File: config.mk
export PLATFORM = sky130hd
export DESIGN_NAME = scan_tap_ctrl
export DESIGN_NICKNAME = d
export VERILOG_FILES = /design/src/rtl/tap_pkg.sv /design/src/rtl/tap_fsm.sv /design/src/rtl/tap_ir.sv /design/src/rtl/tap_dr.sv /design/src/rtl/scan_tap_ctrl.sv
export SDC_FILE = /design/constraint.sdc
export NUM_CORES = 1
export LEC_CHECK = 0
export CAP_MARGIN = 15
export CORE_MARGIN = 8
export CORE_UTILIZATION = 52
export CTS_CLUSTER_DIAMETER = 100
export DETAILED_ROUTE_END_ITERATION = 10
export HOLD_SLACK_MARGIN = 0.06
export PLACE_DENSITY = 0.7
export SLEW_MARGIN = 0
export SYNTH_ARGS = -nofsm -noshare
export SYNTH_HDL_FRONTEND = slang
export SYNTH_HIERARCHICAL = 1
export SYNTH_SLANG_ARGS = --single-unit
export TNS_END_PERCENT = 50
File: constraint.sdc
create_clock -name tck -period 6.15 [get_ports tck]
set_input_delay 0.9225 -clock tck [delete_from_list [all_inputs] [get_ports tck]]
set_output_delay 0.9225 -clock tck [all_outputs]
set_load 0.02 [all_outputs]
File: src/rtl/tap_pkg.sv
package tap_pkg;
    localparam int IR_W = 2;
    localparam int ID_W = 32;
    localparam int VER_W = 4;
    localparam int PART_W = 16;
    localparam int MFR_W = ID_W - VER_W - PART_W - 1;
    localparam logic [MFR_W-1:0] MFR_CODE = MFR_W'(11'h0E5);

    typedef enum logic [3:0] {
        ST_RESET, ST_IDLE,
        ST_SEL_DR, ST_CAP_DR, ST_SHIFT_DR, ST_EXIT1_DR, ST_PAUSE_DR, ST_EXIT2_DR, ST_UPD_DR,
        ST_SEL_IR, ST_CAP_IR, ST_SHIFT_IR, ST_EXIT1_IR, ST_PAUSE_IR, ST_EXIT2_IR, ST_UPD_IR
    } tap_state_e;

    typedef enum logic [IR_W-1:0] {
        OP_EXTEST = 2'b00,
        OP_SAMPLE = 2'b01,
        OP_IDCODE = 2'b10,
        OP_BYPASS = 2'b11
    } tap_op_e;
endpackage

File: src/rtl/tap_fsm.sv
module tap_fsm
    import tap_pkg::*;
(
    input  logic       tck,
    input  logic       trst_n,
    input  logic       tms,
    output tap_state_e state_o
);
    typedef struct packed {
        tap_state_e st;
    } fsm_regs_t;

    fsm_regs_t r_d, r_q;

    always_comb begin
        r_d = r_q;
        unique case (r_q.st)
            ST_RESET:    r_d.st = tms ? ST_RESET    : ST_IDLE;
            ST_IDLE:     r_d.st = tms ? ST_SEL_DR   : ST_IDLE;
            ST_SEL_DR:   r_d.st = tms ? ST_SEL_IR   : ST_CAP_DR;
            ST_CAP_DR:   r_d.st = tms ? ST_EXIT1_DR : ST_SHIFT_DR;
            ST_SHIFT_DR: r_d.st = tms ? ST_EXIT1_DR : ST_SHIFT_DR;
            ST_EXIT1_DR: r_d.st = tms ? ST_UPD_DR   : ST_PAUSE_DR;
            ST_PAUSE_DR: r_d.st = tms ? ST_EXIT2_DR : ST_PAUSE_DR;
            ST_EXIT2_DR: r_d.st = tms ? ST_UPD_DR   : ST_SHIFT_DR;
            ST_UPD_DR:   r_d.st = tms ? ST_SEL_DR   : ST_IDLE;
            ST_SEL_IR:   r_d.st = tms ? ST_RESET    : ST_CAP_IR;
            ST_CAP_IR:   r_d.st = tms ? ST_EXIT1_IR : ST_SHIFT_IR;
            ST_SHIFT_IR: r_d.st = tms ? ST_EXIT1_IR : ST_SHIFT_IR;
            ST_EXIT1_IR: r_d.st = tms ? ST_UPD_IR   : ST_PAUSE_IR;
            ST_PAUSE_IR: r_d.st = tms ? ST_EXIT2_IR : ST_PAUSE_IR;
            ST_EXIT2_IR: r_d.st = tms ? ST_UPD_IR   : ST_SHIFT_IR;
            ST_UPD_IR:   r_d.st = tms ? ST_SEL_DR   : ST_IDLE;
        endcase
    end

    always_ff @(posedge tck or negedge trst_n) begin
        if (!trst_n) r_q.st <= ST_RESET;
        else         r_q    <= r_d;
    end

    assign state_o = r_q.st;


    tms_reset_chk: assert property (@(posedge tck) disable iff (!trst_n)
        (tms && $past(tms) && $past(tms, 2) && $past(tms, 3) && $past(tms, 4))
        |=> (state_o == ST_RESET));
endmodule

File: src/rtl/tap_ir.sv
module tap_ir
    import tap_pkg::*;
(
    input  logic       tck,
    input  logic       trst_n,
    input  logic       tdi,
    input  tap_state_e state_i,
    output tap_op_e    op_o,
    output logic       sr_lsb_o
);
    localparam logic [IR_W-1:0] CAP_PAT = IR_W'(1);

    typedef struct packed {
        logic [IR_W-1:0] sr;
        tap_op_e         op;
    } ir_regs_t;

    ir_regs_t r_d, r_q;

    always_comb begin
        r_d = r_q;
        case (state_i)
            ST_RESET:    r_d.op = OP_IDCODE;
            ST_CAP_IR:   r_d.sr = CAP_PAT;
            ST_SHIFT_IR: r_d.sr = {tdi, r_q.sr[IR_W-1:1]};
            ST_UPD_IR:   r_d.op = tap_op_e'(r_q.sr);
            default:     ;
        endcase
    end

    always_ff @(posedge tck or negedge trst_n) begin
        if (!trst_n) begin
            r_q.sr <= '0;
            r_q.op <= OP_IDCODE;
        end else begin
            r_q <= r_d;
        end
    end

    assign op_o     = r_q.op;
    assign sr_lsb_o = r_q.sr[0];


    ir_capture_chk: assert property (@(posedge tck) disable iff (!trst_n)
        (state_i == ST_CAP_IR) |=> (r_q.sr == CAP_PAT));


    reset_idcode_chk: assert property (@(posedge tck) disable iff (!trst_n)
        (state_i == ST_RESET) |=> (op_o == OP_IDCODE));


    ir_update_chk: assert property (@(posedge tck) disable iff (!trst_n)
        (state_i == ST_UPD_IR) |=> (op_o == tap_op_e'($past(r_q.sr))));
endmodule

File: src/rtl/tap_dr.sv
module tap_dr
    import tap_pkg::*;
#(
    parameter logic [PART_W-1:0] PART_NUM = 16'hC3A5,
    parameter logic [VER_W-1:0]  VERSION  = 4'h0
) (
    input  logic       tck,
    input  logic       trst_n,
    input  logic       tdi,
    input  tap_state_e state_i,
    input  tap_op_e    op_i,
    input  logic       bsr_tdo_i,
    output logic       dr_lsb_o,
    output logic       bsr_capture_o,
    output logic       bsr_shift_o,
    output logic       bsr_update_o
);
    localparam logic [ID_W-1:0] ID_VAL = {VERSION, PART_NUM, MFR_CODE, 1'b1};

    typedef struct packed {
        logic            byp;
        logic [ID_W-1:0] id_sr;
    } dr_regs_t;

    dr_regs_t r_d, r_q;
    logic     bsr_sel;

    always_comb begin
        r_d = r_q;
        if (state_i == ST_CAP_DR) begin
            if (op_i == OP_BYPASS) r_d.byp   = 1'b0;
            if (op_i == OP_IDCODE) r_d.id_sr = ID_VAL;
        end else if (state_i == ST_SHIFT_DR) begin
            if (op_i == OP_BYPASS) r_d.byp   = tdi;
            if (op_i == OP_IDCODE) r_d.id_sr = {tdi, r_q.id_sr[ID_W-1:1]};
        end
    end

    always_ff @(posedge tck or negedge trst_n) begin
        if (!trst_n) r_q <= '0;
        else         r_q <= r_d;
    end

    always_comb begin
        case (op_i)
            OP_BYPASS: dr_lsb_o = r_q.byp;
            OP_IDCODE: dr_lsb_o = r_q.id_sr[0];
            default:   dr_lsb_o = bsr_tdo_i;
        endcase
    end

    assign bsr_sel       = (op_i == OP_EXTEST) || (op_i == OP_SAMPLE);
    assign bsr_capture_o = bsr_sel && (state_i == ST_CAP_DR);
    assign bsr_shift_o   = bsr_sel && (state_i == ST_SHIFT_DR);
    assign bsr_update_o  = bsr_sel && (state_i == ST_UPD_DR);


    bypass_zero_chk: assert property (@(posedge tck) disable iff (!trst_n)
        (state_i == ST_CAP_DR && op_i == OP_BYPASS) |=> (r_q.byp == 1'b0));


    id_capture_chk: assert property (@(posedge tck) disable iff (!trst_n)
        (state_i == ST_CAP_DR && op_i == OP_IDCODE) |=> (r_q.id_sr[0] == 1'b1));


    strobe_excl_chk: assert property (@(posedge tck) disable iff (!trst_n)
        $onehot0({bsr_capture_o, bsr_shift_o, bsr_update_o}));
endmodule

File: src/rtl/scan_tap_ctrl.sv
module scan_tap_ctrl
    import tap_pkg::*;
#(
    parameter logic [15:0] PART_NUM = 16'hC3A5,
    parameter logic [3:0]  VERSION  = 4'h0
) (
    input  logic tck,
    input  logic trst_n,
    input  logic tms,
    input  logic tdi,
    output logic tdo,
    output logic tdo_en,
    input  logic bsr_tdo,
    output logic bsr_capture,
    output logic bsr_shift,
    output logic bsr_update,
    output logic extest_mode
);
    typedef struct packed {
        logic tdo;
        logic en;
    } out_regs_t;

    tap_state_e state;
    tap_op_e    op;
    logic       ir_lsb;
    logic       dr_lsb;
    out_regs_t  o_d, o_q;

    tap_fsm u_fsm (
        .tck     (tck),
        .trst_n  (trst_n),
        .tms     (tms),
        .state_o (state)
    );

    tap_ir u_ir (
        .tck      (tck),
        .trst_n   (trst_n),
        .tdi      (tdi),
        .state_i  (state),
        .op_o     (op),
        .sr_lsb_o (ir_lsb)
    );

    tap_dr #(
        .PART_NUM (PART_NUM),
        .VERSION  (VERSION)
    ) u_dr (
        .tck           (tck),
        .trst_n        (trst_n),
        .tdi           (tdi),
        .state_i       (state),
        .op_i          (op),
        .bsr_tdo_i     (bsr_tdo),
        .dr_lsb_o      (dr_lsb),
        .bsr_capture_o (bsr_capture),
        .bsr_shift_o   (bsr_shift),
        .bsr_update_o  (bsr_update)
    );

    always_comb begin
        o_d = '0;
        if (state == ST_SHIFT_IR) begin
            o_d.tdo = ir_lsb;
            o_d.en  = 1'b1;
        end else if (state == ST_SHIFT_DR) begin
            o_d.tdo = dr_lsb;
            o_d.en  = 1'b1;
        end
    end

    always_ff @(negedge tck or negedge trst_n) begin
        if (!trst_n) o_q <= '0;
        else         o_q <= o_d;
    end

    assign tdo         = o_q.tdo;
    assign tdo_en      = o_q.en;
    assign extest_mode = (op == OP_EXTEST);


    tdo_en_state_chk: assert property (@(posedge tck) disable iff (!trst_n)
        tdo_en |-> (state == ST_SHIFT_DR || state == ST_SHIFT_IR));


    tdo_quiet_chk: assert property (@(posedge tck) disable iff (!trst_n)
        !tdo_en |-> (tdo == 1'b0));
endmodule

==> results of run 1 <==
==> worst min path at each step <==
| stage | cells after the start | to | from |
|---|---|---|---|
| after global placement | 1 | u_dr/r_q[10] | u_dr/r_q[10] |
| after detailed placement | 1 | u_dr/r_q[25] | u_dr/r_q[25] |
| after floorplan | 2 | u_ir/r_q[3] | u_ir/r_q[3] |
| after global routing | 1 | u_dr/r_q[25] | u_dr/r_q[25] |
| after CTS | 1 | u_dr/r_q[25] | u_dr/r_q[25] |
| final | 1 | u_dr/r_q[10] | u_dr/r_q[10] |
==> synth_stat cells, types with 2 or more instances <==
cell type,instances,area [um^2]
sky130_fd_sc_hd__o21ai_0,4,20.02
sky130_fd_sc_hd__mux2_2,3,33.78
sky130_fd_sc_hd__buf_6,3,33.78
sky130_fd_sc_hd__dfrtn_1,2,50.05
sky130_fd_sc_hd__inv_1,21,78.83
sky130_fd_sc_hd__dfrtp_1,40,1001
sky130_fd_sc_hd__nor3b_1,4,30.03
sky130_fd_sc_hd__mux2_4,16,240.2
sky130_fd_sc_hd__buf_4,4,30.03
sky130_fd_sc_hd__mux2i_1,15,150.1
sky130_fd_sc_hd__nand2_1,6,22.52
sky130_fd_sc_hd__a211oi_1,2,15.01
sky130_fd_sc_hd__nor2b_1,11,68.82
sky130_fd_sc_hd__a311oi_1,2,17.52
sky130_fd_sc_hd__nor3_1,2,10.01
sky130_fd_sc_hd__a21oi_1,9,45.04
sky130_fd_sc_hd__nor2_1,26,97.59
sky130_fd_sc_hd__and2b_2,2,17.52
sky130_fd_sc_hd__clkbuf_1,3,11.26
sky130_fd_sc_hd__nand3b_1,2,15.01
==> area by class of cell <==
| class | count | area [um^2] |
|---|---|---|
| Multi-Input combinational cell | 125 | 983.4 |
| Timing Repair Buffer | 13 | 117.6 |
| Tap cell | 52 | 65.06 |
| Clock inverter | 1 | 5.005 |
| Clock buffer | 7 | 76.32 |
| Inverter | 21 | 78.83 |
| Fill cell | 352 | 1831 |
| Sequential cell | 43 | 1077 |
==> sequential cells by signal (all words and copies together) (netlist names) <==
name           cells
tdo                1
tdo_en             1
u_dr/r_q          33
u_fsm/state_o      4
u_ir/op_o          2
u_ir/r_q           1
u_ir/sr_lsb_o      1
==> worst reg2reg max path, stage by stage, from the launching register on <==
cell and delay [ns]:
sky130_fd_sc_hd__dfrtp_1 0.60, sky130_fd_sc_hd__or4b_1 0.63, sky130_fd_sc_hd__o22ai_2 0.13
==> metrics by stage <==
stage	hold slack (ns)	instance area (um^2)	setup slack [ns]	utilization [%]
floorplan	0.4724	2228	1.680	-
global placement	0.4863	2322	1.189	54.85
detailed placement	0.4865	2322	1.181	54.85
CTS	0.5100	2404	0.8606	56.77
global route	0.5135	2404	0.8208	56.77
finish	0.5116	2404	0.8769	56.77
==> cell usage in the layout (no fill, tap or decap), types with 3 or more instances in the layout <==
| cell type | synthesis | routed |
|---|---|---|
| sky130_fd_sc_hd__a21oi_1 | 9 | 9 |
| sky130_fd_sc_hd__buf_4 | 4 | 3 |
| sky130_fd_sc_hd__clkbuf_8 | 1 | 5 |
| sky130_fd_sc_hd__clkdlybuf4s50_1 | 0 | 9 |
| sky130_fd_sc_hd__dfrtp_1 | 40 | 40 |
| sky130_fd_sc_hd__inv_1 | 21 | 21 |
| sky130_fd_sc_hd__mux2_2 | 3 | 3 |
| sky130_fd_sc_hd__mux2_4 | 16 | 16 |
| sky130_fd_sc_hd__mux2i_1 | 15 | 15 |
| sky130_fd_sc_hd__nand2_1 | 6 | 6 |
| sky130_fd_sc_hd__nor2_1 | 26 | 26 |
| sky130_fd_sc_hd__nor2b_1 | 11 | 11 |
| sky130_fd_sc_hd__nor3b_1 | 4 | 4 |
| sky130_fd_sc_hd__o21ai_0 | 4 | 4 |
==> power groups by stage <==
stage	Clock, mW	Combinational (mW)	Sequential, mW
after floorplan	0	0.488	0.474
after global placement	0	0.492	0.510
after detailed placement	0	0.523	0.522
after CTS	0.175	0.526	0.516
after global routing	0.188	0.572	0.541
final	0.170	0.522	0.517
==> cells by family after synthesis <==
group	count (synthesis)	share of synthesized area [%]
buffers and inverters	32	7.524
AOI/OAI and AO/OA	24	8.198
and+or+nand+nor	67	16.90
muxes	34	19.03
DFF	43	48.34
==> routing by layer <==
| metal | track usage (%) | wire length, um |
|---|---|---|
| met1 | 15.85 | 1757 |
| met2 | 21.40 | 1944 |
| met3 | 3.063 | 108 |
| met4 | 5.179 | 53 |
| met5 | 0 | 0 |
==> results.cfg, run 1 <==
[outcome]
run_status = finished, final reports clean

[logic_synthesis]
ys.warnings.count = 6
syn-cell-area_um2 = 2228
synthArstFlopShare_pct = 100.0
postSynthCellCount = 200
post_synth_num_cell_types = 43
avgSynthCellArea_um2 = 11.14
synthesis.nets = 205
synth.ff_latch_count = 43
synth_edf_count = 0
ys_seq_area_share_pct = 48.34
ys_dominant_reg_cell = sky130_fd_sc_hd__dfrtp_1

[power_and_ir_drop]
sw_frac_of_total_pct = 37.02
intPower_mw = 0.7611
power.sequential.fraction_pct = 42.8
pwr-share-clk_pct = 14.1
comb_power_share_pct = 43.2
peakVddDrop_uv = 211.1
powerDensity_nw_per_um2 = 502.8
switchingPower_mw = 0.4475
power_leakage_nw = 1.091
power.total_mw = 1.209

[timing]
drv_slew = 0
tightest_slew_ns = 0.6266
hold_viol_final = 0
setup-violations-final = 0
finalClockSkew_ns = 0.006666
relSlewSlack_pct = 58.23
rsz_0062_raised_after_global_routing = no
final.setup.tns_ns = 0

[cts]
clkTransAtPathRegs_ns = 0.08
clock_sinks = 43
clock_tree.htree_level_count = 2
ctsResizeCount = 0
tritoncts = done
ctsHoldBuffers = 0
cts_post_setup_buffers_inserted = 0
clock_tree.root_cell = sky130_fd_sc_hd__clkbuf_8
cts_made_buffers = 5
clock_latency_ns = 0.29
clk_path_buf_depth = 2

[floorplan]
initial_util_pct = 52.63
die_area_um2 = 6636
die_height_um = 81.46
core_outline_area_um2 = 4234
top_level_ports = 11
die_width_um = 81.46
row_count = 24

[setup_path]
regToRegStartpoint = u_fsm/state_o[1]
worst_setup_path_start_kind = register
critical_path.startpoint = tdo
timing.critical_path.depth = 1
r2r_end = tdo
crit_path_cell_trace = clkdlybuf4s50_1
timing.critical_path.max_delay_family = buffers and inverters
crit_required_ns = 5.23
worstSetupPathType = reg -> out
worstSetupEndpoint = tdo
critPathArrivalTime_ns = 4.35
timing.critical_path.to_type = primary output
worst-path-buf-inv = 1
reg2reg_slack_ns = 1.75
critical_path_fanout_max = 1
ff2ff_path_depth = 2
crit_path_top_delay_cell = sky130_fd_sc_hd__clkdlybuf4s50_1
max_stage_delay_ns = 0.60

[detailed_routing]
routed_wirelength_mm = 3.863
vias_per_cell = 5.286
final_antenna_net_count = 0
drtPass1Iterations = 4
wl_per_cell_um = 14.74
dr.first_iter.drc_count = 109
detailroute.via_count = 1385
detail_route.drc_violations = 0

[global_route]
globalRouteTotalUtil_pct = 12.91
first_global_vias = 1482
grt_pass1_wl_mm = 6.810
largest_net_degree_at_the_start_of_global_routing = 42
antenna_found_initial = 0
grt.overflow.total = 0

[finish]
drive_above_1_share_pct = 19.05
final_cell_count_no_fill = 262
area.growth.synth_to_final_pct = 7.861
insertedDiodeCount = 0
finish.net_count = 214

[placed_design]
buffer_ports.inserted = 10
numPlacedInstances = 254
gp_congestion = 0.7989
place.detailed.hpwl_mm = 2.559

[worst_hold_path]
worstHoldPathType = reg -> reg

[job]
max_cap_violations = 0
Power figures use the tool's default switching activity.
==> run 2: changes to the inputs <==
--- a/config.mk
+++ b/config.mk
@@ -6,15 +6,14 @@
 export NUM_CORES = 1
 export LEC_CHECK = 0
 export CAP_MARGIN = 15
-export CORE_MARGIN = 8
+export CORE_MARGIN = 2
 export CORE_UTILIZATION = 52
 export CTS_CLUSTER_DIAMETER = 100
 export DETAILED_ROUTE_END_ITERATION = 10
 export HOLD_SLACK_MARGIN = 0.06
-export PLACE_DENSITY = 0.7
+export PLACE_DENSITY = 0.71
 export SLEW_MARGIN = 0
 export SYNTH_ARGS = -nofsm -noshare
 export SYNTH_HDL_FRONTEND = slang
-export SYNTH_HIERARCHICAL = 1
 export SYNTH_SLANG_ARGS = --single-unit
 export TNS_END_PERCENT = 50
==> run 2 against run 1 <==
Net effect: hold slack got worse by 0.049 ns; clock skew rose by 0.0022 ns; register-to-register slack got worse by 0.09 ns; final cell count rose by 6.1%; combinational power fell by 35%; design area fell by 9.1%; wire length fell by 11%; largest cell class unchanged.
==> results.cfg, run 2 <==
[timing]
relSlewSlack_pct = 54.28
hold_viol_final = 0
finalClockSkew_ns = 0.008915
rsz_0062_raised_after_global_routing = no
final.setup.tns_ns = 0
setup-violations-final = 0
drv_slew = 0
tightest_slew_ns = 0.6859

[cts]
tritoncts = done
clock_tree.htree_level_count = 2
clock_latency_ns = 0.29
ctsHoldBuffers = 0
ctsResizeCount = 0
clkTransAtPathRegs_ns = 0.07
clk_path_buf_depth = 2
clock_tree.root_cell = sky130_fd_sc_hd__clkbuf_8
cts_post_setup_buffers_inserted = 0
clock_sinks = 43
cts_made_buffers = 5

[logic_synthesis]
synth.ff_latch_count = 43
ys.warnings.count = 0
synth.area.top_cells = sky130_fd_sc_hd__dfrtp_1 (49%), sky130_fd_sc_hd__nand2_1 (11%), sky130_fd_sc_hd__o21ai_0 (9.3%)
synth_edf_count = 0
avgSynthCellArea_um2 = 8.927
ys_seq_area_share_pct = 52.47
synth_common_cells = sky130_fd_sc_hd__nand2_1 (62), sky130_fd_sc_hd__dfrtp_1 (40), sky130_fd_sc_hd__o21ai_0 (38), sky130_fd_sc_hd__nor2_1 (24), sky130_fd_sc_hd__buf_6 (8)
synthArstFlopShare_pct = 100.0
postSynthCellCount = 230
syn-cell-area_um2 = 2053
post-synth-top-count-cell = sky130_fd_sc_hd__nand2_1
post_synth_num_cell_types = 38
synthesis.nets = 235
yosysTopAreaCellShare_pct = 48.75
ys_dominant_reg_cell = sky130_fd_sc_hd__dfrtp_1
synth_area_leader = sky130_fd_sc_hd__dfrtp_1

[power_and_ir_drop]
comb_power_share_pct = 32.6
sw_frac_of_total_pct = 38.79
switchingPower_mw = 0.4037
power.sequential.fraction_pct = 47.5
power_leakage_nw = 0.9599
powerDensity_nw_per_um2 = 476.2
peakVddDrop_uv = 307.2
pwr-share-clk_pct = 19.9
intPower_mw = 0.6372

[finish]
layout_common_cells = sky130_fd_sc_hd__nand2_1 (62), sky130_fd_sc_hd__dfrtp_1 (40), sky130_fd_sc_hd__o21ai_0 (38)
top_register = u_dr.r_q
finish.net_count = 235
insertedDiodeCount = 0
largest_register_ffs = 33
layout.area.seq_um2 = 1077
drive_above_1_share_pct = 6.087
area.growth.synth_to_final_pct = 6.460
multiInputGateArea_um2 = 824.5
num-fill-cells = 333
most_common_cell_after_layout_fill_and_taps_aside = sky130_fd_sc_hd__nand2_1
final_design_area_no_fill_um2 = 2186

[global_route]
grt.overflow.total = 0
first_global_vias = 1322
antenna_found_initial = 0
globalRouteTotalUtil_pct = 18.57
grt_pass1_wl_mm = 6.189
largest_net_degree_at_the_start_of_global_routing = 65

[placed_design]
buffer_ports.inserted = 10
place.detailed.hpwl_mm = 2.185
gp_congestion = 0.7707
place_area_um2 = 2083

[floorplan]
initial_util_pct = 55.25
die_area_um2 = 4467
die_width_um = 66.84
core_outline_area_um2 = 3716
top_level_ports = 11
row_count = 22
die_height_um = 66.84

[setup_path]
worst-path-buf-inv = 1
critical_path.startpoint = tdo
crit_path_top_delay_cell = sky130_fd_sc_hd__clkdlybuf4s50_1
worstSetupPathType = reg -> out
crit_path_cell_trace = clkdlybuf4s50_1
crit_required_ns = 5.23
critPathArrivalTime_ns = 4.35
max_stage_delay_ns = 0.59
critical_path_fanout_max = 1
timing.critical_path.to_type = primary output
regToRegStartpoint = u_fsm.state_o[0]
timing.critical_path.max_delay_family = buffers and inverters
worst_setup_path_start_kind = register

[detailed_routing]
detail_route.drc_violations = 0
final_antenna_net_count = 0
drtPass1Iterations = 4
routed_wirelength_mm = 3.441
vias_per_cell = 5.173
detailroute.via_count = 1438
wl_per_cell_um = 12.38
dr.first_iter.drc_count = 137

[job]
max_cap_violations = 0

[outcome]
run_status = finished, final reports clean

[worst_hold_path]
worstHoldPathType = in -> async
run 2: kinds of logic (layout without fill, tap and decap cells):
family          count (synthesis)  in the layout  share of synthesized area, %
simple gates                  108            108                         23.34
compound gates                 54             54                         15.42
flops                          43             43                         52.47
buf+inv                        22             22                         7.374
mux                             2              2                        0.9751
xor+xnor                        1              1                        0.4266
run 2: per-layer routing:
metal / vias up / wire, um / track usage [%]
met5: - / 0 / 0
met4: 0 / 52 / 6.122
met3: 6 / 87 / 5.068
met2: 13 / 1535 / 27.25
met1: 662 / 1766 / 26.57
li1: 757 / - / -
run 2: cell type report:
class                           instances  share of cell area (%)
Tap cell                               48                   2.748
Inverter                                3                  0.5152
Clock inverter                          1                   1.374
Timing Repair Buffer                   12                   5.037
Multi-Input combinational cell        165                   37.72
Clock buffer                            6                   3.320
Sequential cell                        43                   49.28
run 2: path summary, 6_finish.rpt:
check                      cells after the start          end  slack (ns)
setup / recovery                               1          tdo        0.88
hold / removal                                 1  u_dr.r_q[0]        0.46
setup reg to reg                               3       tdo_en        1.66
hold reg to reg                                2  u_dr.r_q[9]        0.48
max in group asynchronous                      1       tdo_en        2.53
min in group tck                               2  u_dr.r_q[9]        0.48
run 2: power groups by stage:
stage | Combinational (mW) | Sequential, mW | Clock (mW)
global placement | 0.335 | 0.497 | 0
detailed placement | 0.343 | 0.499 | 0
global route | 0.406 | 0.514 | 0.225
floorplan | 0.378 | 0.434 | 0
finish | 0.339 | 0.494 | 0.207
CTS | 0.344 | 0.493 | 0.214
run 2: metrics by stage:
step                      total power [mW]  worst slack (ns)  hold WS, ns  utilization (%)  cells
after floorplan                     0.8124             1.680       0.4475                -    230
after global placement              0.8311             1.194       0.4612            56.06    271
after detailed placement            0.8419             1.189       0.4696            56.06    271
after CTS                            1.051            0.8680       0.4618            58.82    278
after global routing                 1.146            0.8367       0.4606            58.82    278
final                                1.041            0.8792       0.4623            58.82    278
